===== src/rtl/adc_seq_pkg.sv =====
package adc_seq_pkg;

   typedef enum logic [2:0] {
      ST_IDLE  = 3'd0,
      ST_WRITE = 3'd1,
      ST_WGAP  = 3'd2,
      ST_START = 3'd3,
      ST_WAIT  = 3'd4,
      ST_READ  = 3'd5,
      ST_EOCHI = 3'd6
   } seq_state_e;

   function automatic int unsigned max3(input int unsigned a, input int unsigned b,
                                        input int unsigned c);
      int unsigned m;
      m = (a > b) ? a : b;
      return (m > c) ? m : c;
   endfunction

endpackage


===== src/rtl/adc_seq_pick.sv =====
module adc_seq_pick #(
   parameter int NCH = 4,
   localparam int CW = $clog2(NCH)
) (
   input  logic [NCH-1:0] mask,
   output logic [NCH-1:0] low_oh,
   output logic [CW-1:0]  low_idx
);

   generate
      for (genvar i = 0; i < NCH; i++) begin : g_oh
         if (i == 0) begin : g_first
            assign low_oh[i] = mask[i];
         end else begin : g_rest
            assign low_oh[i] = mask[i] & ~(|mask[i-1:0]);
         end
      end
   endgenerate

   always_comb begin
      low_idx = '0;
      for (int i = 0; i < NCH; i++) begin
         if (low_oh[i]) low_idx = low_idx | CW'(i);
      end
   end

endmodule


===== src/rtl/adc_seq_dcnt.sv =====
module adc_seq_dcnt #(
   parameter int W = 4
) (
   input  logic         clk,
   input  logic         rst_n,
   input  logic         load,
   input  logic [W-1:0] val,
   output logic         zero
);

   logic [W-1:0] cnt;

   always_ff @(posedge clk or negedge rst_n) begin
      if (!rst_n)           cnt <= '0;
      else if (load)        cnt <= val;
      else if (cnt != '0)   cnt <= cnt - 1'b1;
   end

   assign zero = (cnt == '0);

endmodule


===== src/rtl/adc_seq_host.sv =====
module adc_seq_host
   import adc_seq_pkg::*;
#(
   parameter int NCH       = 4,
   parameter int DW        = 12,
   parameter int WR_CYC    = 2,
   parameter int START_CYC = 2,
   parameter int RD_CYC    = 2,
   parameter int QUIET_CYC = 6,
   localparam int CW = $clog2(NCH),
   localparam int PW = $clog2(max3(WR_CYC, START_CYC, RD_CYC) + 1) + 1,
   localparam int QW = $clog2(QUIET_CYC + 1) + 1
) (
   input  logic           clk,
   input  logic           rst_n,
   input  logic           req_valid,
   input  logic [NCH-1:0] req_mask,
   output logic           req_ready,
   output logic           cv_cs_n,
   output logic           cv_wr_n,
   output logic           cv_rd_n,
   output logic           cv_start,
   input  logic           cv_eoc_n,
   output logic           cv_db_oe,
   output logic [NCH-1:0] cv_db_o,
   input  logic [DW-1:0]  cv_db_i,
   output logic           res_valid,
   output logic [DW-1:0]  res_data,
   output logic [CW-1:0]  res_chan,
   output logic           res_last
);

   initial begin
      AST_PARAM_NCH: assert (NCH >= 2) else $error("NCH must be at least 2");
      AST_PARAM_WR:  assert (WR_CYC >= 1) else $error("WR_CYC must be at least 1");
      AST_PARAM_ST:  assert (START_CYC >= 1) else $error("START_CYC must be at least 1");
      AST_PARAM_RD:  assert (RD_CYC >= 1) else $error("RD_CYC must be at least 1");
      AST_PARAM_QT:  assert (QUIET_CYC >= 0) else $error("QUIET_CYC must not be negative");
   end

   seq_state_e     state, nxt;
   logic [NCH-1:0] lat_mask, rem_mask, low_oh, rem_after;
   logic [CW-1:0]  low_idx;
   logic           ph_load, ph_zero, quiet_done, accept, rd_done, seq_end;
   logic [PW-1:0]  ph_val;

   // phase timer shared by write, start and read phases
   adc_seq_dcnt #(.W(PW)) u_phase (
      .clk  (clk),
      .rst_n(rst_n),
      .load (ph_load),
      .val  (ph_val),
      .zero (ph_zero)
   );

   adc_seq_pick #(.NCH(NCH)) u_pick (
      .mask   (rem_mask),
      .low_oh (low_oh),
      .low_idx(low_idx)
   );

   assign rem_after = rem_mask & ~low_oh;
   assign rd_done   = (state == ST_READ) && ph_zero;
   assign seq_end   = rd_done && (rem_after == '0);

   // quiet window: counter only when a nonzero window is configured
   generate
      if (QUIET_CYC > 0) begin : g_quiet
         adc_seq_dcnt #(.W(QW)) u_quiet (
            .clk  (clk),
            .rst_n(rst_n),
            .load (seq_end),
            .val  (QW'(QUIET_CYC)),
            .zero (quiet_done)
         );
      end else begin : g_noquiet
         assign quiet_done = 1'b1;
      end
   endgenerate

   assign req_ready = (state == ST_IDLE) && quiet_done;
   assign accept    = req_valid && req_ready && (req_mask != '0);

   always_comb begin
      nxt     = state;
      ph_load = 1'b0;
      ph_val  = '0;
      unique case (state)
         ST_IDLE: begin
            if (accept) begin
               nxt     = ST_WRITE;
               ph_load = 1'b1;
               ph_val  = PW'(WR_CYC - 1);
            end
         end
         ST_WRITE: if (ph_zero) nxt = ST_WGAP;
         ST_WGAP: begin
            nxt     = ST_START;
            ph_load = 1'b1;
            ph_val  = PW'(START_CYC - 1);
         end
         ST_START: if (ph_zero) nxt = ST_WAIT;
         ST_WAIT: begin
            if (!cv_eoc_n) begin
               nxt     = ST_READ;
               ph_load = 1'b1;
               ph_val  = PW'(RD_CYC - 1);
            end
         end
         ST_READ: if (ph_zero) nxt = ST_EOCHI;
         ST_EOCHI: begin
            if (cv_eoc_n) nxt = (rem_mask == '0) ? ST_IDLE : ST_WAIT;
         end
         default: nxt = ST_IDLE;
      endcase
   end

   always_ff @(posedge clk or negedge rst_n) begin
      if (!rst_n) begin
         state    <= ST_IDLE;
         lat_mask <= '0;
         rem_mask <= '0;
      end else begin
         state <= nxt;
         if (accept) begin
            lat_mask <= req_mask;
            rem_mask <= req_mask;
         end else if (rd_done) begin
            rem_mask <= rem_after;
         end
      end
   end

   always_ff @(posedge clk or negedge rst_n) begin
      if (!rst_n) begin
         res_valid <= 1'b0;
         res_data  <= '0;
         res_chan  <= '0;
         res_last  <= 1'b0;
      end else begin
         res_valid <= rd_done;
         if (rd_done) begin
            res_data <= cv_db_i;
            res_chan <= low_idx;
            res_last <= (rem_after == '0);
         end
      end
   end

   assign cv_cs_n  = !((state == ST_WRITE) || (state == ST_READ));
   assign cv_wr_n  = (state != ST_WRITE);
   assign cv_rd_n  = (state != ST_READ);
   assign cv_start = (state == ST_START);
   assign cv_db_oe = (state == ST_WRITE) || (state == ST_WGAP);
   assign cv_db_o  = lat_mask;

   // cycles since read last went high, saturating; assertion support only
   logic [QW-1:0] gap_cnt;
   always_ff @(posedge clk or negedge rst_n) begin
      if (!rst_n)                        gap_cnt <= QW'(QUIET_CYC);
      else if (!cv_rd_n)                 gap_cnt <= '0;
      else if (gap_cnt < QW'(QUIET_CYC)) gap_cnt <= gap_cnt + 1'b1;
   end

   AST_STROBE_EXCL: assert property (@(posedge clk) disable iff (!rst_n)
      $onehot0({!cv_wr_n, !cv_rd_n, cv_start}));
   AST_WR_FRAME: assert property (@(posedge clk) disable iff (!rst_n)
      !cv_wr_n |-> (!cv_cs_n && cv_rd_n && cv_db_oe));
   AST_MASK_AT_WR_RISE: assert property (@(posedge clk) disable iff (!rst_n)
      $rose(cv_wr_n) |-> (cv_db_oe && cv_db_o == lat_mask));
   AST_START_AFTER_WR: assert property (@(posedge clk) disable iff (!rst_n)
      $rose(cv_start) |-> $past(cv_db_oe));
   AST_READ_IN_EOC: assert property (@(posedge clk) disable iff (!rst_n)
      $fell(cv_rd_n) |-> $past(!cv_eoc_n));
   AST_RESULT_AFTER_READ: assert property (@(posedge clk) disable iff (!rst_n)
      res_valid |-> ($past(!cv_rd_n) && cv_rd_n));
   AST_TAG_IN_MASK: assert property (@(posedge clk) disable iff (!rst_n)
      res_valid |-> lat_mask[res_chan]);
   AST_QUIET_GAP: assert property (@(posedge clk) disable iff (!rst_n)
      $rose(cv_start) |-> (gap_cnt >= QW'(QUIET_CYC)));
   AST_BUSY_AT_LAST: assert property (@(posedge clk) disable iff (!rst_n)
      (res_valid && res_last) |-> !req_ready);

endmodule


===== config.mk =====
export PLATFORM = sky130hd
export DESIGN_NAME = adc_seq_host
export DESIGN_NICKNAME = d
export VERILOG_FILES = /design/src/rtl/adc_seq_pkg.sv /design/src/rtl/adc_seq_pick.sv /design/src/rtl/adc_seq_dcnt.sv /design/src/rtl/adc_seq_host.sv
export SDC_FILE = /design/constraint.sdc
export NUM_CORES = 1
export LEC_CHECK = 0
export ABC_CLOCK_PERIOD_IN_PS = 3100
export BUFFER_PORTS_ARGS = -buffer_cell sky130_fd_sc_hd__buf_2
export CAP_MARGIN = 20
export CORE_UTILIZATION = 40
export DETAILED_ROUTE_END_ITERATION = 10
export HOLD_SLACK_MARGIN = 0.05
export SLEW_MARGIN = 20
export SYNTH_ARGS = -nofsm -noshare
export SYNTH_HDL_FRONTEND = slang
export SYNTH_SLANG_ARGS = --single-unit

===== constraint.sdc =====
create_clock -name clk -period 3.1 [get_ports clk]
set_input_delay 0.465 -clock clk [delete_from_list [all_inputs] [get_ports clk]]
set_output_delay 0.465 -clock clk [all_outputs]
set_load 0.005 [all_outputs]

==> flow_metrics.py, run 1 <==
metrics = {
    "global_route": {
        "overflow": 0,
        "grt_start_max_net_pins": 35,
        "track_usage": 0.166,
        "antenna_found_initial": 0,
        "grt_pass1_wl_um": 5290,
        "grt_pass1_vias": 1159,
    },
    "floorplan": {
        "die_h_um": 65.9,
        "fp-row-count": 22,
        "die-width_um": 65.9,
        "initial_core_util": 0.430,
        "die-area_mm2": 0.00434,
        "ios": 46,
        "coreArea_mm2": 0.00380,
    },
    "timing": {
        "fmax_ghz": 0.474,
        "fin_worst_skew_ns": 0.00342,
        "setup_tns_ns": 0,
        "rsz0062_at_grt": "false",
        "period_share": 0.680,
        "setup_violations": 0,
        "worst_slew_pin_slew_ns": 0.748,
        "hold_viol": 0,
        "period_minus_slack_ns": 2.11,
        "layout_setup_ws_ns": 0.992,
        "slew_viol_final": 0,
        "fin_hold_ws_ns": 0.243,
        "slew-limit-headroom": 0.501,
    },
    "yosys": {
        "synth_cells": 134,
        "synth_cell_types": 40,
        "ys_seq_area_frac": 0.521,
        "netlist_area_mm2": 0.00163,
        "yosysTopAreaCellShare": 0.521,
        "synth_seq_cells": 34,
        "synth-edff-count": 0,
        "synth_area_leader_cell": "dfrtp_1",
        "synth-main-ff-cell": "dfrtp_1",
        "avgSynthCellArea_um2": 12.2,
        "ys_warn_count": 0,
        "netlist_top_cells_area": "dfrtp_1 (52%), mux2_1 (9.0%), mux2_4 (5.5%)",
        "synth_fp_nets": 158,
        "async_flop_share": 1.00,
    },
    "power_and_ir_drop": {
        "p_leak_nw": 0.956,
        "power.total_mw": 1.88,
        "ir_drop_mv": 0.421,
        "power.density_mw_per_mm2": 954,
    },
    "detailed_routing": {
        "vias_per_cell": 5.05,
        "drtPass1Iterations": 6,
        "wl_per_cell_um": 13.3,
        "vias": 1156,
        "dr.first_iter.drc_count": 33,
        "drc": 0,
        "drt-total-wl_um": 3060,
        "antenna_left": 0,
    },
    "cts": {
        "clk_latency_ns": 0.28,
        "cts_tree": "done",
        "cts.sinks": 34,
        "cts_buffers": 5,
        "clock_path_buffers": 2,
        "clk_pin_slew_ns": 0.07,
        "cts-root-buf": "clkbuf_8",
        "cts_hold_buf": 0,
        "cts_resized": 0,
        "htreeDepth": 2,
        "cts_post_setup_buffers_inserted": 0,
    },
    "place": {
        "hpwl_um": 2250,
        "place.gp.congestion": 0.769,
        "port-buffer-count": 45,
        "place_ws_ns": 1.15,
        "place_area_mm2": 0.00188,
    },
    "setup_path": {
        "cp-end-kind": "primary output",
        "critPathSlowestCell": "dfrtp_1",
        "path_cells": "inv_1 -> ha_1 -> nor3b_2 -> and2_1 -> buf_2",
        "arrival_ns": 1.64,
        "critPathRequiredTime_ns": 2.63,
        "path_max_fanout": 6,
        "cp-start-kind": "register",
        "crit_buf_inv": 2,
        "slowest_delay_ns": 0.38,
        "cp_top_family": "simple AND/OR/NAND/NOR gates",
        "crit_type": "reg2out",
    },
    "layout": {
        "syn_to_final_growth_pct": 20.9,
        "drive_gt1_frac": 0.354,
        "fillers": 362,
        "nets": 204,
        "antennaDiodeCount": 0,
        "final_area_mm2": 0.00197,
    },
    "hold_path": {
        "hp-class": "in2async",
    },
    "outcome": {
        "outcome": "finished, final reports clean",
    },
    "job": {
        "cap_viol_max_count": 0,
    },
}
==> report_power, final <==
part / switching [mW] / total [mW] / internal [mW]
logic: 0.342 / 0.745 / 0.403
clock network: 0.153 / 0.332 / 0.179
registers: 0.161 / 0.806 / 0.646
total: 0.656 / 1.88 / 1.23
==> cells in the mapped netlist, types with 2 or more instances <==
| master | n |
|---|---|
| dfrtp_1 | 34 |
| mux2_1 | 13 |
| inv_1 | 10 |
| nor2_1 | 8 |
| mux2_4 | 6 |
| a21oi_1 | 5 |
| o21ai_0 | 5 |
| ha_1 | 4 |
| nand2_1 | 4 |
| nor3_1 | 4 |
| clkbuf_1 | 3 |
| mux2i_1 | 3 |
| nand2b_1 | 3 |
| xnor2_1 | 3 |
| a211oi_1 | 2 |
| nand3_1 | 2 |
| o211ai_1 | 2 |
==> layout make-up <==
cell class | count | area, µm² | area share
repair buffers | 45 | 225 | 0.114
flip-flops and latches | 34 | 851 | 0.431
inverters | 10 | 37.5 | 0.0190
multi-input cells | 84 | 709 | 0.359
clock inverters | 1 | 5.00 | 0.00253
clock buffers | 7 | 86.3 | 0.0437
well taps | 48 | 60.1 | 0.0304
==> flip-flops by register name, indices dropped and copies added, names as in the netlist <==
signal	flops
res_last	1
res_chan	2
g_quiet.u_quiet.cnt	4
cv_db_o	4
rem_mask	4
state	3
res_data	12
u_phase.cnt	3
res_valid	1
==> routing by layer <==
metal / global-route usage / vias to the layer above / wire length [µm]
li1: - / 567 / -
met3: 0.0569 / 5 / 151
met4: 0.0489 / 0 / 39
met5: 0 / - / 0
met1: 0.208 / 555 / 1400
met2: 0.269 / 29 / 1470
==> layout by cell type (no fill, tap or decap), types with 2 or more instances in the layout <==
cell type,instances
a21oi_1,5
nand2_1,4
nor3_1,4
nand3_1,2
mux2_4,6
ha_1,4
inv_1,10
o211ai_1,2
nor2_1,8
dfrtp_1,34
xnor2_1,3
a211oi_1,2
mux2_1,13
buf_2,45
o21ai_0,5
nand2b_1,3
clkbuf_8,6
mux2i_1,3
==> per-stage QoR <==
step / utilization / instances
floorplan: - / 134
global placement: 0.496 / 221
detailed placement: 0.496 / 221
CTS: 0.520 / 229
global route: 0.520 / 229
finish: 0.520 / 229
==> worst register-to-register path, cell delays in order, from the launching register on <==
cell and delay (ns):
dfrtp_1 0.38, inv_1 0.12, ha_1 0.18, nor3b_2 0.38, and4_4 0.46, mux2_1 0.34
==> kinds of logic after synthesis <==
| group | count (synthesis) | synth area share |
|---|---|---|
| AND/OR/NAND/NOR | 31 | 0.112 |
| adder cells (fa/ha/maj) | 4 | 0.0307 |
| buffers and inverters | 16 | 0.0444 |
| XOR/XNOR | 3 | 0.0161 |
| multiplexers | 22 | 0.163 |
| AO/OA/AOI/OAI | 24 | 0.113 |
| flip-flops | 34 | 0.521 |
==> final timing paths <==
check / cells after the start / slack, ns / startpoint / end
max in group asynchronous: 1 / 2.38 / rst_n / u_phase.cnt[0]
worst max-delay path: 5 / 0.99 / g_quiet.u_quiet.cnt[0] / req_ready
worst min-delay path: 1 / 0.24 / rst_n / res_data[4]
worst max register to register: 5 / 1.12 / g_quiet.u_quiet.cnt[0] / cv_db_o[0]
min in group clk: 2 / 0.39 / cv_db_i[0] / res_data[0]
worst min register to register: 1 / 0.48 / res_last / res_last
Note: power is estimated with default switching activity, not from simulation.
==> inputs of run 2 (changes only) <==
- ABC_CLOCK_PERIOD_IN_PS: 3100 -> 1820
- PLACE_DENSITY: not set -> 0.66
- clock period: 3.1 -> 1.82 ns (I/O delays scaled with it)
==> flow_metrics.py, run 2 (synthesis results as in run 1) <==
metrics = {
    "timing": {
        "fin_worst_skew_ns": 0.00384,
        "slew-limit-headroom": 0.498,
        "fin_hold_ws_ns": 0.0557,
        "period_share": 0.971,
        "period_minus_slack_ns": 1.77,
        "worst_slew_pin_slew_ns": 0.753,
        "slew_viol_final": 0,
        "fmax_ghz": 0.566,
        "setup_violations": 0,
        "hold_viol": 0,
        "layout_setup_ws_ns": 0.0533,
    },
    "setup_path": {
        "path_max_fanout": 12,
        "arrival_ns": 1.93,
        "cp-start-kind": "register",
        "critPathRequiredTime_ns": 1.99,
        "cp-end-kind": "register",
        "crit_type": "reg2reg",
    },
    "detailed_routing": {
        "wl_per_cell_um": 14.4,
        "drc": 0,
        "drtPass1Iterations": 5,
        "dr.first_iter.drc_count": 36,
        "vias_per_cell": 5.21,
        "antenna_left": 0,
        "vias": 1256,
        "drt-total-wl_um": 3470,
    },
    "global_route": {
        "met1_usage": 0.228,
        "grtUsageMet3": 0.0431,
        "use_met2": 0.274,
        "overflow": 0,
        "busiest_layer": "met2",
        "antenna_found_initial": 0,
        "grt_pass1_wl_um": 5600,
        "grt_pass1_vias": 1194,
        "track_usage": 0.174,
        "grt_start_max_net_pins": 35,
    },
    "cts": {
        "clk_latency_ns": 0.28,
        "cts-root-buf": "clkbuf_8",
        "cts_hold_buf": 0,
        "clock_path_buffers": 2,
        "htreeDepth": 2,
        "cts_buffers": 5,
        "cts.sinks": 34,
        "cts_tree": "done",
        "clk_pin_slew_ns": 0.07,
    },
    "layout": {
        "antennaDiodeCount": 0,
        "drive_gt1_frac": 0.415,
        "multi_input_area_um2": 728,
        "fillers": 327,
        "area.sequential_um2": 851,
        "final_area_mm2": 0.00213,
        "final_common_cell": "buf_2",
        "top_register": "res_data",
        "syn_to_final_growth_pct": 30.4,
        "largest_reg_flops": 12,
        "nets": 216,
        "postLayoutCoreUtil": 0.561,
        "mostFrequentLayoutCells": "buf_2 (45), dfrtp_1 (34), mux2_1 (13)",
    },
    "floorplan": {
        "ios": 46,
        "initial_core_util": 0.430,
        "fp-row-count": 22,
        "die-area_mm2": 0.00434,
        "coreArea_mm2": 0.00380,
        "die-width_um": 65.9,
        "die_h_um": 65.9,
    },
    "power_and_ir_drop": {
        "ir_drop_mv": 0.734,
        "power.density_mw_per_mm2": 1740,
        "p_leak_nw": 1.04,
    },
    "place": {
        "place.gp.congestion": 0.873,
        "port-buffer-count": 45,
        "hpwl_um": 2530,
        "place_area_mm2": 0.00194,
        "place_ws_ns": 0.108,
    },
    "hold_path": {
        "hp-class": "in2async",
    },
    "outcome": {
        "outcome": "finished, final reports clean",
    },
    "job": {
        "cap_viol_max_count": 0,
    },
}
[run 2: cell count changes in the layout (fill, tap and decap cells not counted), moves of 2 or more]
cell       previous run  this run
bufinv_16             0         2
buf_4                 0        12
inv_2                 0         2
inv_1                10         8
[run 2: worst max-delay path, cell delays in order, from the launching register on]
cell and delay [ns]:
dfrtp_1 0.39, inv_2 0.10, ha_4 0.14, nor3b_4 0.19
buf_4 0.13, and4_4 0.36, mux2_1 0.34
[run 2: per-stage QoR]
step / total power, mW / setup TNS (ns) / std cells
2_1_floorplan: 2.23 / 0 / 134
3_3_place_gp: 2.71 / 0 / 228
3_5_place_dp: 2.79 / 0 / 228
4_1_cts: 3.63 / 0 / 237
5_1_grt: 3.97 / -0.0108 / 241
6_report: 3.71 / 0 / 241
[run 2: path summary, 6_finish.rpt]
check / startpoint / endpoint / slack (ns) / depth (start not counted)
max: g_quiet.u_quiet.cnt[0] / cv_db_o[0] / 0.05 / 6
min: rst_n / res_data[7] / 0.06 / 1
max reg2reg: g_quiet.u_quiet.cnt[0] / cv_db_o[0] / 0.05 / 6
min reg2reg: res_last / res_last / 0.49 / 1
max in group asynchronous: rst_n / cv_db_o[3] / 1.29 / 1
min in group clk: cv_db_i[3] / res_data[3] / 0.20 / 2
[run 2: repair_timing]
action,in CTS,in global routing
cloned,0,0
buffers inserted,1,4
pin swaps,0,0
gates resized for setup,1,4
endpoints found under the setup margin,1,2
[run 2: where the power goes]
part | switching [mW] | internal (mW) | total, mW
Sequential | 0.254 | 1.10 | 1.35
Combinational | 0.698 | 0.834 | 1.53
Clock | 0.278 | 0.549 | 0.826
Total | 1.23 | 2.48 | 3.71
[run 2: area by class of cell]
class | count | share of cell area
clock buffers | 5 | 0.0323
inverters | 10 | 0.0176
well taps | 48 | 0.0282
clock inverters | 3 | 0.0323
flip-flops and latches | 34 | 0.400
repair buffers | 57 | 0.148
multi-input cells | 84 | 0.342
[run 2: layer usage]
layer	wire, µm	vias to the layer above
met3	176	2
li1	-	590
met5	0	-
met4	31	0
met2	1750	50
met1	1510	614
==> inputs of run 3 (changes only) <==
- SYNTH_HIERARCHICAL: not set -> 1
==> flow_metrics.py, run 3 <==
metrics = {
    "cts": {
        "clk_latency_ns": 0.28,
        "cts_buffers": 5,
        "cts-root-buf": "clkbuf_8",
        "cts_tree": "done",
        "cts.sinks": 34,
        "clk_pin_slew_ns": 0.07,
        "clock_path_buffers": 2,
        "htreeDepth": 2,
        "cts_hold_buf": 0,
    },
    "yosys": {
        "synth_seq_cells": 34,
        "avgSynthCellArea_um2": 9.76,
        "synthTopCellsByCount": "nand2_1 (47), dfrtp_1 (34), inv_1 (13)",
        "synth-edff-count": 0,
        "synth-main-ff-cell": "dfrtp_1",
        "netlist_top_cells_area": "dfrtp_1 (49%), nand2_1 (10%), mux2_2 (3.2%)",
        "ys_warn_count": 6,
        "netlist_area_mm2": 0.00174,
        "synth_cell_types": 47,
        "synth_area_leader_cell": "dfrtp_1",
        "yosysTopAreaCellShare": 0.490,
        "ys_seq_area_frac": 0.490,
        "synth.most_common_cell": "nand2_1",
        "synth_cells": 178,
        "async_flop_share": 1.00,
    },
    "detailed_routing": {
        "wl_per_cell_um": 12.3,
        "vias_per_cell": 4.83,
        "drc": 0,
        "dr.first_iter.drc_count": 61,
        "antenna_left": 0,
        "drt-total-wl_um": 3700,
        "drtPass1Iterations": 4,
        "vias": 1448,
    },
    "layout": {
        "largest_reg_flops": 12,
        "antennaDiodeCount": 0,
        "final_common_cell": "nand2_1",
        "mostFrequentLayoutCells": "nand2_1 (47), buf_2 (44), dfrtp_1 (34)",
        "drive_gt1_frac": 0.416,
        "final_cell_count_no_fill": 300,
        "syn_to_final_growth_pct": 34.1,
        "nets": 272,
        "postLayoutCoreUtil": 0.570,
        "top_register": "res_data",
    },
    "setup_path": {
        "cp_top_family": "simple AND/OR/NAND/NOR gates",
        "slowest_delay_ns": 0.40,
        "critPathRequiredTime_ns": 1.99,
        "arrival_ns": 2.16,
        "cp-startpoint": "g_quiet.u_quiet/cnt[0]",
        "critPathSlowestCell": "dfrtp_1",
        "crit_type": "reg2reg",
        "r2r-start": "g_quiet.u_quiet/cnt[0]",
        "crit_buf_inv": 2,
        "cp-start-kind": "register",
        "cp-end-kind": "register",
        "path_cells": "inv_2 -> ha_4 -> nor3b_4 -> nor4b_4 -> buf_4 -> nand3_4 -> a21oi_4 -> nor2b_1 -> a221oi_1",
        "path_max_fanout": 8,
    },
    "timing": {
        "rsz0062_at_grt": "true",
        "fin_worst_skew_ns": 0.00405,
        "hold_viol": 0,
        "fmax_ghz": 0.503,
        "slew-limit-headroom": 0.491,
        "setup_violations": 8,
        "period_minus_slack_ns": 1.99,
        "worst_slew_pin_slew_ns": 0.763,
        "period_share": 1.09,
        "slew_viol_final": 0,
        "layout_setup_ws_ns": -0.167,
    },
    "place": {
        "place.gp.congestion": 0.840,
        "dpl.cell_count": 284,
        "hpwl_um": 2540,
        "port-buffer-count": 45,
        "place_ws_ns": -0.143,
    },
    "power_and_ir_drop": {
        "power.density_mw_per_mm2": 1650,
        "p_leak_nw": 1.19,
        "ir_drop_mv": 0.829,
        "power.total_mw": 3.84,
    },
    "global_route": {
        "overflow": 0,
        "grt_pass1_vias": 1283,
        "grt_pass1_wl_um": 5710,
        "track_usage": 0.168,
        "antenna_found_initial": 0,
        "grt_start_max_net_pins": 35,
    },
    "floorplan": {
        "fp-row-count": 23,
        "die-area_mm2": 0.00461,
        "initial_core_util": 0.425,
        "coreArea_mm2": 0.00409,
        "die-width_um": 67.9,
        "die_h_um": 67.9,
        "ios": 46,
    },
    "hold_path": {
        "hp-class": "in2async",
    },
    "job": {
        "cap_viol_max_count": 0,
    },
    "outcome": {
        "violations": "negative setup slack",
        "outcome": "finished, violations left",
    },
}
## run 3: cell types whose count changed after synthesis, moves of 3 or more
cell and delta:
mux2_1 -13, inv_1 +3, nor2b_1 +4, mux2_4 -6, or2b_1 +3, nand2_1 +43
nor2_1 -4, mux2_2 +5
## run 3: kinds of logic after synthesis
kind of cell               after synthesis  share of synthesized area
xor gates and xnor gates                 1                    0.00504
and+or+nand+nor                         81                      0.267
adders and majority gates                3                     0.0216
DFF                                     34                      0.490
buffers and inverters                   21                     0.0540
muxes                                    7                     0.0439
AOI/OAI and AO/OA                       29                      0.114
other                                    2                    0.00432
## run 3: timing repair
| item | CTS | global route |
|---|---|---|
| gates resized for setup | 4 | 9 |
| pin swaps | 4 | 3 |
| endpoints found under the hold margin | 0 | 0 |
| buffers inserted | 4 | 5 |
| endpoints found under the setup margin | 8 | 28 |
## run 3: through the flow
| step | TNS, ns | cell area, µm² | hold slack (ns) |
|---|---|---|---|
| after global placement | -0.0583 | 2120 | 0.388 |
| after CTS | -0.240 | 2260 | 0.0836 |
| after global routing | -1.38 | 2330 | 0.115 |
| after floorplan | -0.398 | 1770 | -0.0226 |
| final | -0.524 | 2330 | 0.0534 |
| after detailed placement | -0.343 | 2120 | 0.389 |
## run 3: per-layer routing
layer,vias up,share of wire,global-route usage
met5,-,0,0
met3,2,0.043,0.0433
li1,728,-,-
met1,683,0.47,0.235
met4,0,0.0054,0.0651
met2,35,0.48,0.246
## run 3: layout make-up
class,instances,area [µm²]
Clock buffer,6,82.6
Inverter,14,56.3
Multi-Input combinational cell,127,861
Fill cell,381,1760
Tap cell,50,62.6
Timing Repair Buffer,67,404
Clock inverter,2,12.5
Sequential cell,34,851
## run 3: worst paths after layout
path	end	slack (ns)	depth (start not counted)
hold / removal	res_data[0]	0.05	1
setup reg to reg	u_phase/cnt[0]	-0.17	9
hold reg to reg	res_data[3]	0.47	2
setup / recovery	u_phase/cnt[0]	-0.17	9
max in group asynchronous	res_data[1]	1.27	1
min in group clk	res_data[10]	0.18	3
## run 3: worst register-to-register path: stages (launching register included)
cell and delay (ns):
dfrtp_1 0.40, inv_2 0.09, ha_4 0.14, nor3b_4 0.18, nor4b_4 0.24, buf_4 0.17
nand3_4 0.08, a21oi_4 0.23, nor2b_1 0.08, a221oi_1 0.27
## run 3: power by group
group	leakage (nW)	internal (mW)	switching, mW
clock	0.0472	0.304	0.272
combinational	0.726	0.999	0.839
sequential	0.419	1.11	0.310
